## src/rtl/seg_xlat_pkg.sv

```systemverilog
// Shared types and helpers for the segmented address translator.
// Assumes map registers are 16 bits wide with fixed field positions.
package seg_xlat_pkg;

    localparam int MAP_W = 16;

    // Target memory space codes as seen on the response port.
    typedef enum logic [1:0] {
        SP_UNI  = 2'd0,
        SP_INS  = 2'd1,
        SP_DAT  = 2'd2,
        SP_NONE = 2'd3
    } space_e;

    // Route codes carried in the top address byte.
    localparam logic [7:0] RT_PHY_UNI = 8'h00;
    localparam logic [7:0] RT_PHY_INS = 8'h01;
    localparam logic [7:0] RT_PHY_DAT = 8'h02;
    localparam logic [7:0] RT_LOG_DAT = 8'h10;
    localparam logic [7:0] RT_LOG_INS = 8'h11;

    // Smaller of two byte counts.
    function automatic logic [32:0] min33(input logic [32:0] a, input logic [32:0] b);
        return (a < b) ? a : b;
    endfunction

endpackage

```

## src/rtl/seg_xlat_maps.sv

```systemverilog
// Map register bank: instruction maps and data maps behind a 16-bit
// register-address write port. One extra address aliases a data slot.
// Assumes the alias address does not coincide with any regular slot.
module seg_xlat_maps
    import seg_xlat_pkg::*;
#(
    parameter int N_IMAP     = 2,
    parameter int N_DMAP     = 4,
    parameter int CFG_AW     = 16,
    parameter int IMAP_BASE  = 'hFF00,
    parameter int DMAP_BASE  = 'hFF08,
    parameter int ALIAS_ADDR = 'hFF04,
    parameter int ALIAS_SLOT = 2
) (
    input  logic              clk,
    input  logic              rst_n,
    input  logic              wr_en,
    input  logic [CFG_AW-1:0] wr_addr,
    input  logic [MAP_W-1:0]  wr_data,
    output logic [MAP_W-1:0]  imap_q [N_IMAP],
    output logic [MAP_W-1:0]  dmap_q [N_DMAP]
);

    genvar gi;

    generate
        for (gi = 0; gi < N_IMAP; gi++) begin : g_imap
            localparam logic [CFG_AW-1:0] SLOT_ADDR = CFG_AW'(IMAP_BASE + 2 * gi);
            logic hit;
            assign hit = wr_en && (wr_addr == SLOT_ADDR);

            // Load instruction map slot on an address match.
            always_ff @(posedge clk) begin
                if (!rst_n)   imap_q[gi] <= '0;
                else if (hit) imap_q[gi] <= wr_data;
            end

            p_imap_load_r10: assert property (@(posedge clk) disable iff (!rst_n)
                (wr_en && wr_addr == SLOT_ADDR) |=> (imap_q[gi] == $past(wr_data)))
                else $error("instruction map slot not loaded");
        end

        for (gi = 0; gi < N_DMAP; gi++) begin : g_dmap
            localparam logic [CFG_AW-1:0] SLOT_ADDR = CFG_AW'(DMAP_BASE + 2 * gi);
            localparam bit HAS_ALIAS = (gi == ALIAS_SLOT);
            logic hit;
            assign hit = wr_en && ((wr_addr == SLOT_ADDR) ||
                                   (HAS_ALIAS && (wr_addr == CFG_AW'(ALIAS_ADDR))));

            // Load data map slot on a regular or alias address match.
            always_ff @(posedge clk) begin
                if (!rst_n)   dmap_q[gi] <= '0;
                else if (hit) dmap_q[gi] <= wr_data;
            end

            p_dmap_load_r10: assert property (@(posedge clk) disable iff (!rst_n)
                (wr_en && wr_addr == SLOT_ADDR) |=> (dmap_q[gi] == $past(wr_data)))
                else $error("data map slot not loaded");

            if (HAS_ALIAS) begin : g_alias
                p_alias_load_r10: assert property (@(posedge clk) disable iff (!rst_n)
                    (wr_en && wr_addr == CFG_AW'(ALIAS_ADDR)) |=> (dmap_q[gi] == $past(wr_data)))
                    else $error("alias write missed its data slot");
            end
        end
    endgenerate

endmodule

```

## src/rtl/seg_xlat_dmap.sv

```systemverilog
// Logical data-space translation through the data map bank.
// Combinational. The last slot is the I/O window with per-4KiB pages.
// Assumes DBLK_W >= 14 so four 4 KiB sub-windows fit in a block.
module seg_xlat_dmap
    import seg_xlat_pkg::*;
#(
    parameter int N_DMAP = 4,
    parameter int DBLK_W = 14,
    parameter int LEN_W  = 16,
    parameter int OFF_W  = 24
) (
    input  logic [OFF_W-1:0] off,
    input  logic [LEN_W-1:0] len,
    input  logic [MAP_W-1:0] maps [N_DMAP],
    output logic             fault,
    output space_e           space,
    output logic [31:0]      addr,
    output logic [LEN_W-1:0] len_o
);

    localparam int          IDX_W   = (N_DMAP > 1) ? $clog2(N_DMAP) : 1;
    localparam int          IO_SLOT = N_DMAP - 1;
    localparam logic [32:0] BLK     = 33'(1) << DBLK_W;
    localparam logic [32:0] SPAN    = 33'(N_DMAP) << DBLK_W;

    logic [32:0]      woff;
    logic [32:0]      boff;
    logic [32:0]      room;
    logic [IDX_W-1:0] idx;
    logic [MAP_W-1:0] m;
    logic [1:0]       sub;
    logic [3:0]       page;
    logic [9:0]       seg;

    // Split the offset, select the map and form the physical location.
    always_comb begin
        woff  = 33'(off);
        boff  = woff & (BLK - 33'd1);
        room  = BLK - boff;
        idx   = IDX_W'(woff >> DBLK_W);
        m     = maps[idx];
        seg   = m[9:0];
        sub   = 2'(boff >> 12);
        page  = 4'(m >> {~sub, 2'b00});
        fault = 1'b0;
        space = SP_UNI;
        addr  = '0;
        len_o = LEN_W'(min33(33'(len), room));
        if (woff >= SPAN) begin
            fault = 1'b1;
        end else if (int'(idx) == IO_SLOT) begin
            space = SP_DAT;
            addr  = (32'(page) << 16) + 32'h0000_C000 + 32'(boff);
        end else begin
            case (m[13:12])
                2'b00: begin
                    space = SP_UNI;
                    addr  = (32'(seg) << DBLK_W) + 32'(boff);
                end
                2'b01: begin
                    space = SP_INS;
                    addr  = (32'(seg) << DBLK_W) + 32'(boff);
                end
                2'b10: begin
                    space = SP_DAT;
                    addr  = (32'(seg) << 16) + (32'(idx) << DBLK_W) + 32'(boff);
                end
                default: fault = 1'b1;
            endcase
        end
        if (fault) begin
            space = SP_NONE;
            addr  = '0;
            len_o = '0;
        end
    end

endmodule

```

## src/rtl/seg_xlat_imap.sv

```systemverilog
// Logical instruction-space translation through the instruction maps.
// Combinational. Space 11 is a small wrapping test window.
// Assumes IBLK_W > TWIN_W.
module seg_xlat_imap
    import seg_xlat_pkg::*;
#(
    parameter int N_IMAP = 2,
    parameter int IBLK_W = 17,
    parameter int TWIN_W = 11,
    parameter int LEN_W  = 16,
    parameter int OFF_W  = 24
) (
    input  logic [OFF_W-1:0] off,
    input  logic [LEN_W-1:0] len,
    input  logic [MAP_W-1:0] maps [N_IMAP],
    output logic             fault,
    output space_e           space,
    output logic [31:0]      addr,
    output logic [LEN_W-1:0] len_o
);

    localparam int          IDX_W = (N_IMAP > 1) ? $clog2(N_IMAP) : 1;
    localparam logic [32:0] BLK   = 33'(1) << IBLK_W;
    localparam logic [32:0] SPAN  = 33'(N_IMAP) << IBLK_W;
    localparam logic [32:0] TWIN  = 33'(1) << TWIN_W;

    logic [32:0]      woff;
    logic [32:0]      boff;
    logic [32:0]      toff;
    logic [32:0]      keep;
    logic [IDX_W-1:0] idx;
    logic [MAP_W-1:0] m;
    logic             unused_imap;

    assign unused_imap = ^{m[15:14], m[11:7]};

    // Split the offset, select the map and form the physical location.
    always_comb begin
        woff  = 33'(off);
        boff  = woff & (BLK - 33'd1);
        toff  = boff & (TWIN - 33'd1);
        keep  = min33(33'(len), BLK - boff);
        idx   = IDX_W'(woff >> IBLK_W);
        m     = maps[idx];
        fault = 1'b0;
        space = SP_UNI;
        addr  = '0;
        if (woff >= SPAN) begin
            fault = 1'b1;
        end else begin
            case (m[13:12])
                2'b00: begin
                    space = SP_UNI;
                    addr  = (32'(m[6:0]) << IBLK_W) + 32'(boff);
                end
                2'b01: begin
                    space = SP_INS;
                    addr  = (32'(idx) << IBLK_W) + 32'(boff);
                end
                2'b11: begin
                    space = SP_INS;
                    addr  = 32'(toff);
                    keep  = min33(keep, TWIN - toff);
                end
                default: fault = 1'b1;
            endcase
        end
        len_o = LEN_W'(keep);
        if (fault) begin
            space = SP_NONE;
            addr  = '0;
            len_o = '0;
        end
    end

endmodule

```

## src/rtl/seg_addr_xlat.sv

```systemverilog
// Segmented address translator top: decodes the route byte, clips direct
// accesses at the segment size, hands logical accesses to the map units
// and registers the result one cycle after the request.
// Assumes SEG_W <= 24 (segments fit inside the 24-bit offset).
module seg_addr_xlat
    import seg_xlat_pkg::*;
#(
    parameter int LEN_W  = 16,
    parameter int N_IMAP = 2,
    parameter int N_DMAP = 4,
    parameter int DBLK_W = 14,
    parameter int IBLK_W = 17,
    parameter int SEG_W  = 16,
    parameter int TWIN_W = 11,
    parameter int CFG_AW = 16
) (
    input  logic              clk,
    input  logic              rst_n,
    input  logic              map_wr_en,
    input  logic [CFG_AW-1:0] map_wr_addr,
    input  logic [MAP_W-1:0]  map_wr_data,
    input  logic              req_valid,
    input  logic [31:0]       req_addr,
    input  logic [LEN_W-1:0]  req_len,
    output logic              rsp_valid,
    output logic [1:0]        rsp_space,
    output logic [31:0]       rsp_addr,
    output logic [LEN_W-1:0]  rsp_len,
    output logic              rsp_fault
);

    localparam int          OFF_W = 24;
    localparam logic [32:0] SEG   = 33'(1) << SEG_W;

    logic [MAP_W-1:0] imap_q [N_IMAP];
    logic [MAP_W-1:0] dmap_q [N_DMAP];

    logic [7:0]       route;
    logic [OFF_W-1:0] off;

    logic             d_fault, i_fault;
    space_e           d_space, i_space;
    logic [31:0]      d_addr,  i_addr;
    logic [LEN_W-1:0] d_len,   i_len;

    logic             nx_fault;
    space_e           nx_space;
    logic [31:0]      nx_addr;
    logic [LEN_W-1:0] nx_len;

    assign route = req_addr[31:24];
    assign off   = req_addr[OFF_W-1:0];

    seg_xlat_maps #(
        .N_IMAP (N_IMAP),
        .N_DMAP (N_DMAP),
        .CFG_AW (CFG_AW)
    ) u_maps (
        .clk     (clk),
        .rst_n   (rst_n),
        .wr_en   (map_wr_en),
        .wr_addr (map_wr_addr),
        .wr_data (map_wr_data),
        .imap_q  (imap_q),
        .dmap_q  (dmap_q)
    );

    seg_xlat_dmap #(
        .N_DMAP (N_DMAP),
        .DBLK_W (DBLK_W),
        .LEN_W  (LEN_W),
        .OFF_W  (OFF_W)
    ) u_dmap (
        .off   (off),
        .len   (req_len),
        .maps  (dmap_q),
        .fault (d_fault),
        .space (d_space),
        .addr  (d_addr),
        .len_o (d_len)
    );

    seg_xlat_imap #(
        .N_IMAP (N_IMAP),
        .IBLK_W (IBLK_W),
        .TWIN_W (TWIN_W),
        .LEN_W  (LEN_W),
        .OFF_W  (OFF_W)
    ) u_imap (
        .off   (off),
        .len   (req_len),
        .maps  (imap_q),
        .fault (i_fault),
        .space (i_space),
        .addr  (i_addr),
        .len_o (i_len)
    );

    // Route select, direct-space clipping and zero-length fault folding.
    always_comb begin
        nx_fault = 1'b0;
        nx_space = SP_NONE;
        nx_addr  = '0;
        nx_len   = '0;
        case (route)
            RT_PHY_UNI, RT_PHY_INS, RT_PHY_DAT: begin
                nx_space = space_e'(route[1:0]);
                nx_addr  = 32'(off);
                nx_len   = LEN_W'(min33(33'(req_len), SEG - (33'(off) & (SEG - 33'd1))));
            end
            RT_LOG_DAT: begin
                nx_fault = d_fault;
                nx_space = d_space;
                nx_addr  = d_addr;
                nx_len   = d_len;
            end
            RT_LOG_INS: begin
                nx_fault = i_fault;
                nx_space = i_space;
                nx_addr  = i_addr;
                nx_len   = i_len;
            end
            default: nx_fault = 1'b1;
        endcase
        if (nx_len == '0) nx_fault = 1'b1;
        if (nx_fault) begin
            nx_space = SP_NONE;
            nx_addr  = '0;
            nx_len   = '0;
        end
    end

    // Result register, one cycle after the request.
    always_ff @(posedge clk) begin
        if (!rst_n) begin
            rsp_valid <= 1'b0;
            rsp_space <= SP_NONE;
            rsp_addr  <= '0;
            rsp_len   <= '0;
            rsp_fault <= 1'b0;
        end else begin
            rsp_valid <= req_valid;
            rsp_space <= nx_space;
            rsp_addr  <= nx_addr;
            rsp_len   <= nx_len;
            rsp_fault <= nx_fault;
        end
    end

    p_fault_empty_r12: assert property (@(posedge clk) disable iff (!rst_n)
        rsp_valid |-> (rsp_fault == (rsp_len == '0)))
        else $error("fault flag and length disagree");

    p_len_bounded_r9: assert property (@(posedge clk) disable iff (!rst_n)
        rsp_valid |-> (rsp_len <= $past(req_len)))
        else $error("returned length exceeds request");

    p_bad_route_r2: assert property (@(posedge clk) disable iff (!rst_n)
        (req_valid && route != RT_PHY_UNI && route != RT_PHY_INS && route != RT_PHY_DAT &&
         route != RT_LOG_DAT && route != RT_LOG_INS) |=> rsp_fault)
        else $error("unknown route did not fault");

    p_latency_r11: assert property (@(posedge clk) disable iff (!rst_n)
        1'b1 |=> (rsp_valid == $past(req_valid)))
        else $error("response not one cycle after request");

    p_direct_seg_r3: assert property (@(posedge clk) disable iff (!rst_n)
        (req_valid && (route == RT_PHY_UNI || route == RT_PHY_INS || route == RT_PHY_DAT))
        |=> ((33'(rsp_addr) & (SEG - 33'd1)) + 33'(rsp_len) <= SEG))
        else $error("direct access crosses a segment");

endmodule

```

## config.mk

```make
export PLATFORM = sky130hd
export DESIGN_NAME = seg_addr_xlat
export DESIGN_NICKNAME = d
export VERILOG_FILES = /design/src/rtl/seg_xlat_pkg.sv /design/src/rtl/seg_xlat_maps.sv /design/src/rtl/seg_xlat_dmap.sv /design/src/rtl/seg_xlat_imap.sv /design/src/rtl/seg_addr_xlat.sv
export SDC_FILE = /design/constraint.sdc
export NUM_CORES = 1
export LEC_CHECK = 0
export BUFFER_PORTS_ARGS = -buffer_cell sky130_fd_sc_hd__buf_2
export CELL_PAD_IN_SITES_DETAIL_PLACEMENT = 1
export CELL_PAD_IN_SITES_GLOBAL_PLACEMENT = 1
export CORE_AREA = 3 3 131 133
export CTS_CLUSTER_DIAMETER = 150
export DETAILED_ROUTE_END_ITERATION = 8
export DIE_AREA = 0 0 134 136
export GPL_TIMING_DRIVEN = 0
export PLACE_DENSITY_LB_ADDON = 0.1
export SYNTH_ARGS = -nofsm -noshare
export SYNTH_HDL_FRONTEND = slang
export SYNTH_SLANG_ARGS = --single-unit
```

## constraint.sdc

```tcl
create_clock -name clk -period 7.39 [get_ports clk]
set_input_delay 1.1085 -clock clk [delete_from_list [all_inputs] [get_ports clk]]
set_output_delay 1.1085 -clock clk [all_outputs]
set_load 0.01 [all_outputs]
```

-- After elaboration in Yosys (flattened, before gate mapping)
Index checks and enable logic that the tools add are counted.
- register bits: 144
- bits in latches: 0
- memory bits (writable): 0
- ROM bits: 0
- input port bits: 84
- output and inout bits: 52
- memories: 0
- $add $sub $neg: 11
- multipliers: 0
- div/mod/pow operators: 0
- $lt $le $gt $ge: 8
- equal/unequal tests: 16
- shifts and indexed selects: 1
- multiplexer cells: 38
- bitwise logic cells: 4
- reduce and logical (&&, ||, !) cells: 17
- operator list (operator ; number):
    $pmux W32 S3 ; 2
    $mux W32 ; 5
    $mux W16 ; 9
    $eq A16 B16 Y1 const B ; 7
    $lt A16 B33 Y1 ; 3
    $add A32 B14 Y32 ; 2
    $pmux W32 S2 ; 1
    $pmux W16 S3 ; 1
    $mux W14 ; 3
    $lt A33 B33 Y1 ; 1
    $mux W33 ; 1
    $bmux W16 S2 ; 1
    $add A26 B16 Y27 ; 1
    $add A24 B14 Y25 ; 1
    $add A24 B17 Y25 ; 1
    $ge A24 B17 Y1 const B ; 1
    $ge A24 B19 Y1 const B ; 1
    $add A20 B16 Y21 const B ; 1
    $add A18 B17 Y19 ; 1
    $sub A18 B17 Y19 const A ; 1
    $sub A17 B16 Y18 const A ; 1
    $eq A8 B5 Y1 const B ; 2
    $logic_not A16 Y1 ; 1
    $shr A16 B4 Y4 ; 1
    23 further kinds ; 46

-- Depth between registers and ports, before layout
- word-level depth: 14
- mapped depth: 33
- depth with buffers taken out: 28

-- By module
Synthesis repeated with hierarchy kept, for this count alone.
- cell total of the unflattened synthesis: 1264
- area, all modules: 11116.9 sq um
- by module, submodules not included (module ; times used ; cells an instance ; area an instance (sq um) ; seq. area each (sq um)):
    seg_addr_xlat ; 1 ; 441 ; 3917.5 ; 1041.0
    seg_xlat_maps ; 1 ; 344 ; 3594.7 ; 1921.8
    seg_xlat_imap ; 1 ; 266 ; 1896.8 ; 0.0
    seg_xlat_dmap ; 1 ; 213 ; 1707.9 ; 0.0

-- Worst setup path after synthesis
OpenSTA, ideal clock, no wires.
- path kind: input port to flip-flop
- start point: in req_addr[13]
- end point: reg rsp_addr[6]
- data arrival time: 6.639 ns
- required time: 7.274 ns
- slack: 0.636 ns
- stages on the path: 30
- path buffers: 6
- cell sequence: clkbuf_1 or4_1 nor3_1 xnor2_1 inv_1 ha_1 nand3_1 or2_2 o221ai_1 a41oi_1 or2_1 buf_2 buf_6 clkbuf_1 nand2_1 o21ai_0 ha_1 nand4_1 nor4_1 nand2_1 a311o_1 o211ai_1 nand3_1 nand2_1 o21ai_0 nor4_2 nand3_1 buf_6 buf_6 and3_1
- longest elaborated chain between the ends: 12
- elaborated cells between the ends (all ways): 29
- RTL lines (what ; RTL line ; text):
    start: declaration ; seg_addr_xlat.sv:23 ; input logic [31:0] req_addr,
    $sub A18 B17 Y19 ; seg_xlat_imap.sv:42 ; keep = min33(33'(len), BLK - boff);
    $lt A16 B33 Y1 ; seg_xlat_pkg.sv:24 ; return (a < b) ? a : b;
    $mux W33 ; seg_xlat_pkg.sv:24 ;
    $lt A33 B33 Y1 ; seg_xlat_pkg.sv:24 ;
    $mux W16 ; seg_xlat_pkg.sv:24 ;
    $mux W16 ; seg_xlat_imap.sv:51 ; case (m[13:12])
    $mux W16 ; seg_xlat_imap.sv:48 ; if (woff >= SPAN) begin
    $mux W16 ; seg_xlat_imap.sv:69 ; if (fault) begin
    $pmux W16 S3 ; seg_addr_xlat.sv:105 ; case (route)
    $logic_not A16 Y1 ; seg_addr_xlat.sv:125 ; if (nx_len == '0) nx_fault = 1'b1;
    $mux W1 ; seg_addr_xlat.sv:125 ;
    $reduce_or A2 Y1 (no line) ; n/a ;
    end signal: assignment ; seg_addr_xlat.sv:144 ; rsp_addr <= nx_addr;
    end: declaration ; seg_addr_xlat.sv:27 ; output logic [31:0] rsp_addr,
Several ways; a longest one is shown, not always the timed one.
A chain may end at the register's enable or synchronous reset.

-- Final worst setup path
- start point: in req_addr[0]
- end point: reg rsp_addr[6]
Same word-level chain as after synthesis.

==> flow_metrics.tcl <==
set metrics [dict create \
    synth_cell_types 74 \
    synth-seq-area-share 0.352 \
    coreArea_um2 15900 \
    hold_path_class "reg -> reg" \
    syn_area_per_cell_um2 8.76 \
    skew_ps 8.28 \
    synth-edff-count 0 \
    dr.pass1.iters 4 \
    netlist_instances 753 \
    crit_required_ps 7690 \
    netlist_area_um2 6590 \
    startpoint_type "input port" \
    dp.cells 1102 \
    power_w 0.00163 \
    fin_hold_ws_ps 495 \
    overflow 0 \
    slowest_delay_ps 380 \
    num_rows 46 \
    cts.reportedPaths.clkPinSlew_ps 60 \
    start_util 0.414 \
    finalSetupViolations 0 \
    cp-end-kind "flip-flop" \
    grt_antenna_before_repair 0 \
    dieWidth_um 134 \
    wl_per_cell_um 21.1 \
    netlist.area_leader.share 0.352 \
    status "completed" \
    slowest_stage "nor4_4" \
    path_max_fanout 19 \
    fin_crit_ps 7040 \
    antenna_cells 0 \
    hold_viol_final 0 \
    wl_um 24200 \
    gr-usage-all-layers 0.263 \
    grt_pass1_vias 6881 \
    drive_above_1_share 0.254 \
    peakVddDrop_uv 150 \
    p_per_area_nw_per_um2 195 \
    drc_errors 0 \
    clockBufferDepth 2 \
    vias 6461 \
    rsz0062_at_grt "no" \
    fp.dieH_um 136 \
    synth_ff_type "dfxtp_1" \
    grt_first_pass_wirelength_um 37300 \
    utilization 0.523 \
    die_area_um2 18200 \
    grt_start_max_net_pins 17 \
    htreeDepth 4 \
    hold_buffers 0 \
    fmax_ghz 0.142 \
    path_class "in -> reg" \
    synth_top_cell_by_area "dfxtp_1" \
    portBuffers 128 \
    io_pins 136 \
    placed_cell_area_um2 7520 \
    cts_made_buffers 17 \
    cts_sinks 116 \
    yosys-top-cells-area "dfxtp_1 (35%), mux2i_1 (13%), nor2_1 (7.1%)" \
    maxCapViolations 0 \
    clk_latency_ps 410 \
    ys_seq_elements 116 \
    ant_nets 0 \
    final_area_um2 8340 \
    slew-limit-headroom 0.310 \
    report.final.slew_viol_count 0 \
    worstMarginPinSlew_ps 1030 \
    final_nets 1028 \
    p_leak_nw 3.76 \
    areaGrowthSynthToFinish_pct 26.5 \
    via_per_inst 5.65 \
    fin_crit_sh 0.952 \
    fill_cells 1921 \
    dp_hpwl_um 18700 \
    tritoncts "built" \
    finalWeightedCongestion 0.909 \
    synth_warnings 0 \
    instances_no_fill 1144 \
    clockRootBuffer "clkbuf_16" \
    drtIter0Drc 287 \
    cp.arrival_ps 7340 \
    async_reset_ff_frac 0 \
]
==> synthesized netlist by cell type, types with 6 or more instances <==
master and number:
mux2i_1 83, a21o_1 6, a22oi_1 14, nand2_1 46, ha_1 28, nand4_1 10, o21ai_0 37, and3_1 22
and2_1 13, dfxtp_1 116, buf_4 7, a21oi_1 34, nand3_1 21, nor3_1 6, clkbuf_1 30, inv_1 20
mux4_2 13, nor2_1 125, xnor2_1 9, nor3b_1 7
==> metrics by stage <==
step	setup WS [ps]	TNS (ps)
global route	33.6	0
CTS	15.8	0
global placement	-1140	-32400
finish	352	0
floorplan	636	0
detailed placement	-1280	-37090
==> critical path: cells and delay by family <==
kind / cells / cell delay [ps]
AND/OR/NAND/NOR: 11 / 2200
AO/OA/AOI/OAI: 7 / 1610
buffers and inverters: 8 / 1290
adder cells (fa/ha/maj): 3 / 830
XOR/XNOR: 1 / 310
==> power by group <==
group	switching (W)	total (W)	internal [W]	leakage, nW
registers	0.000000486	0.000628	0.000628	0.935
logic	0.000127	0.000205	0.0000772	2.56
clock network	0.000320	0.000793	0.000473	0.273
==> routing by layer <==
metal / up-vias / track usage / wire length (µm)
li1: 3037 / - / -
met2: 183 / 0.488 / 12600
met3: 35 / 0.0429 / 947
met1: 3206 / 0.307 / 9970
met4: 0 / 0.0920 / 665
met5: - / 0 / 0
==> logic make-up after synthesis <==
| logic type | after synthesis | share of synthesized area |
|---|---|---|
| AND/OR/NAND/NOR | 288 | 0.215 |
| AO/OA/AOI/OAI | 140 | 0.138 |
| flip-flops | 116 | 0.352 |
| multiplexers | 100 | 0.178 |
| buffers and inverters | 67 | 0.0463 |
| adder cells (fa/ha/maj) | 28 | 0.0531 |
| XOR/XNOR | 13 | 0.0173 |
| other | 1 | 0.000569 |
==> repair_timing <==
action                     in CTS  in global routing
gates resized for setup        12                 19
setup endpoints to repair      31                 29
cloned                          0                  0
pin swaps                       3                 11
buffers inserted                1                 11
==> path summary, 6_finish.rpt <==
| kind | slack, ps | end | depth (start not counted) | startpoint |
|---|---|---|---|---|
| setup reg to reg | 4030 | rsp_addr[6] | 13 | u_maps.dmap_q[29] |
| hold reg to reg | 500 | u_maps.imap_q[17] | 2 | u_maps.imap_q[17] |
| hold / removal | 500 | u_maps.imap_q[17] | 2 | u_maps.imap_q[17] |
| setup / recovery | 350 | rsp_addr[6] | 30 | req_addr[0] |
==> state kept, by name, summed over array words and instances (netlist names) <==
| signal | count |
|---|---|
| rsp_addr | 26 |
| rsp_fault | 1 |
| rsp_len | 16 |
| rsp_space | 2 |
| rsp_valid | 1 |
| u_maps.dmap_q | 52 |
| u_maps.imap_q | 18 |
==> layout by cell type, fill, tap and decap left out, types with 6 or more instances in the layout <==
cell type / count
a22oi_1: 12
o21ai_0: 35
nor3b_1: 7
xnor2_1: 6
nand4_1: 10
ha_1: 27
buf_4: 19
nand3_1: 19
buf_2: 132
a21o_1: 6
nor2_1: 124
and2_1: 13
and3_1: 22
inv_1: 20
dfxtp_1: 116
clkbuf_1: 28
mux4_2: 13
clkbuf_16: 17
conb_1: 6
nand2_1: 43
a21oi_1: 34
mux2i_1: 83
==> cell type report <==
| class | count | area [µm²] | area share |
|---|---|---|---|
| Multi-Input combinational cell | 575 | 4150 | 0.498 |
| Sequential cell | 116 | 2320 | 0.278 |
| Timing Repair Buffer | 140 | 731 | 0.0876 |
| Clock buffer | 18 | 439 | 0.0526 |
| Tap cell | 216 | 270 | 0.0324 |
| Buffer | 45 | 224 | 0.0268 |
| Clock inverter | 13 | 125 | 0.0150 |
| Inverter | 21 | 78.8 | 0.00945 |
Power figures use the tool's default switching activity.
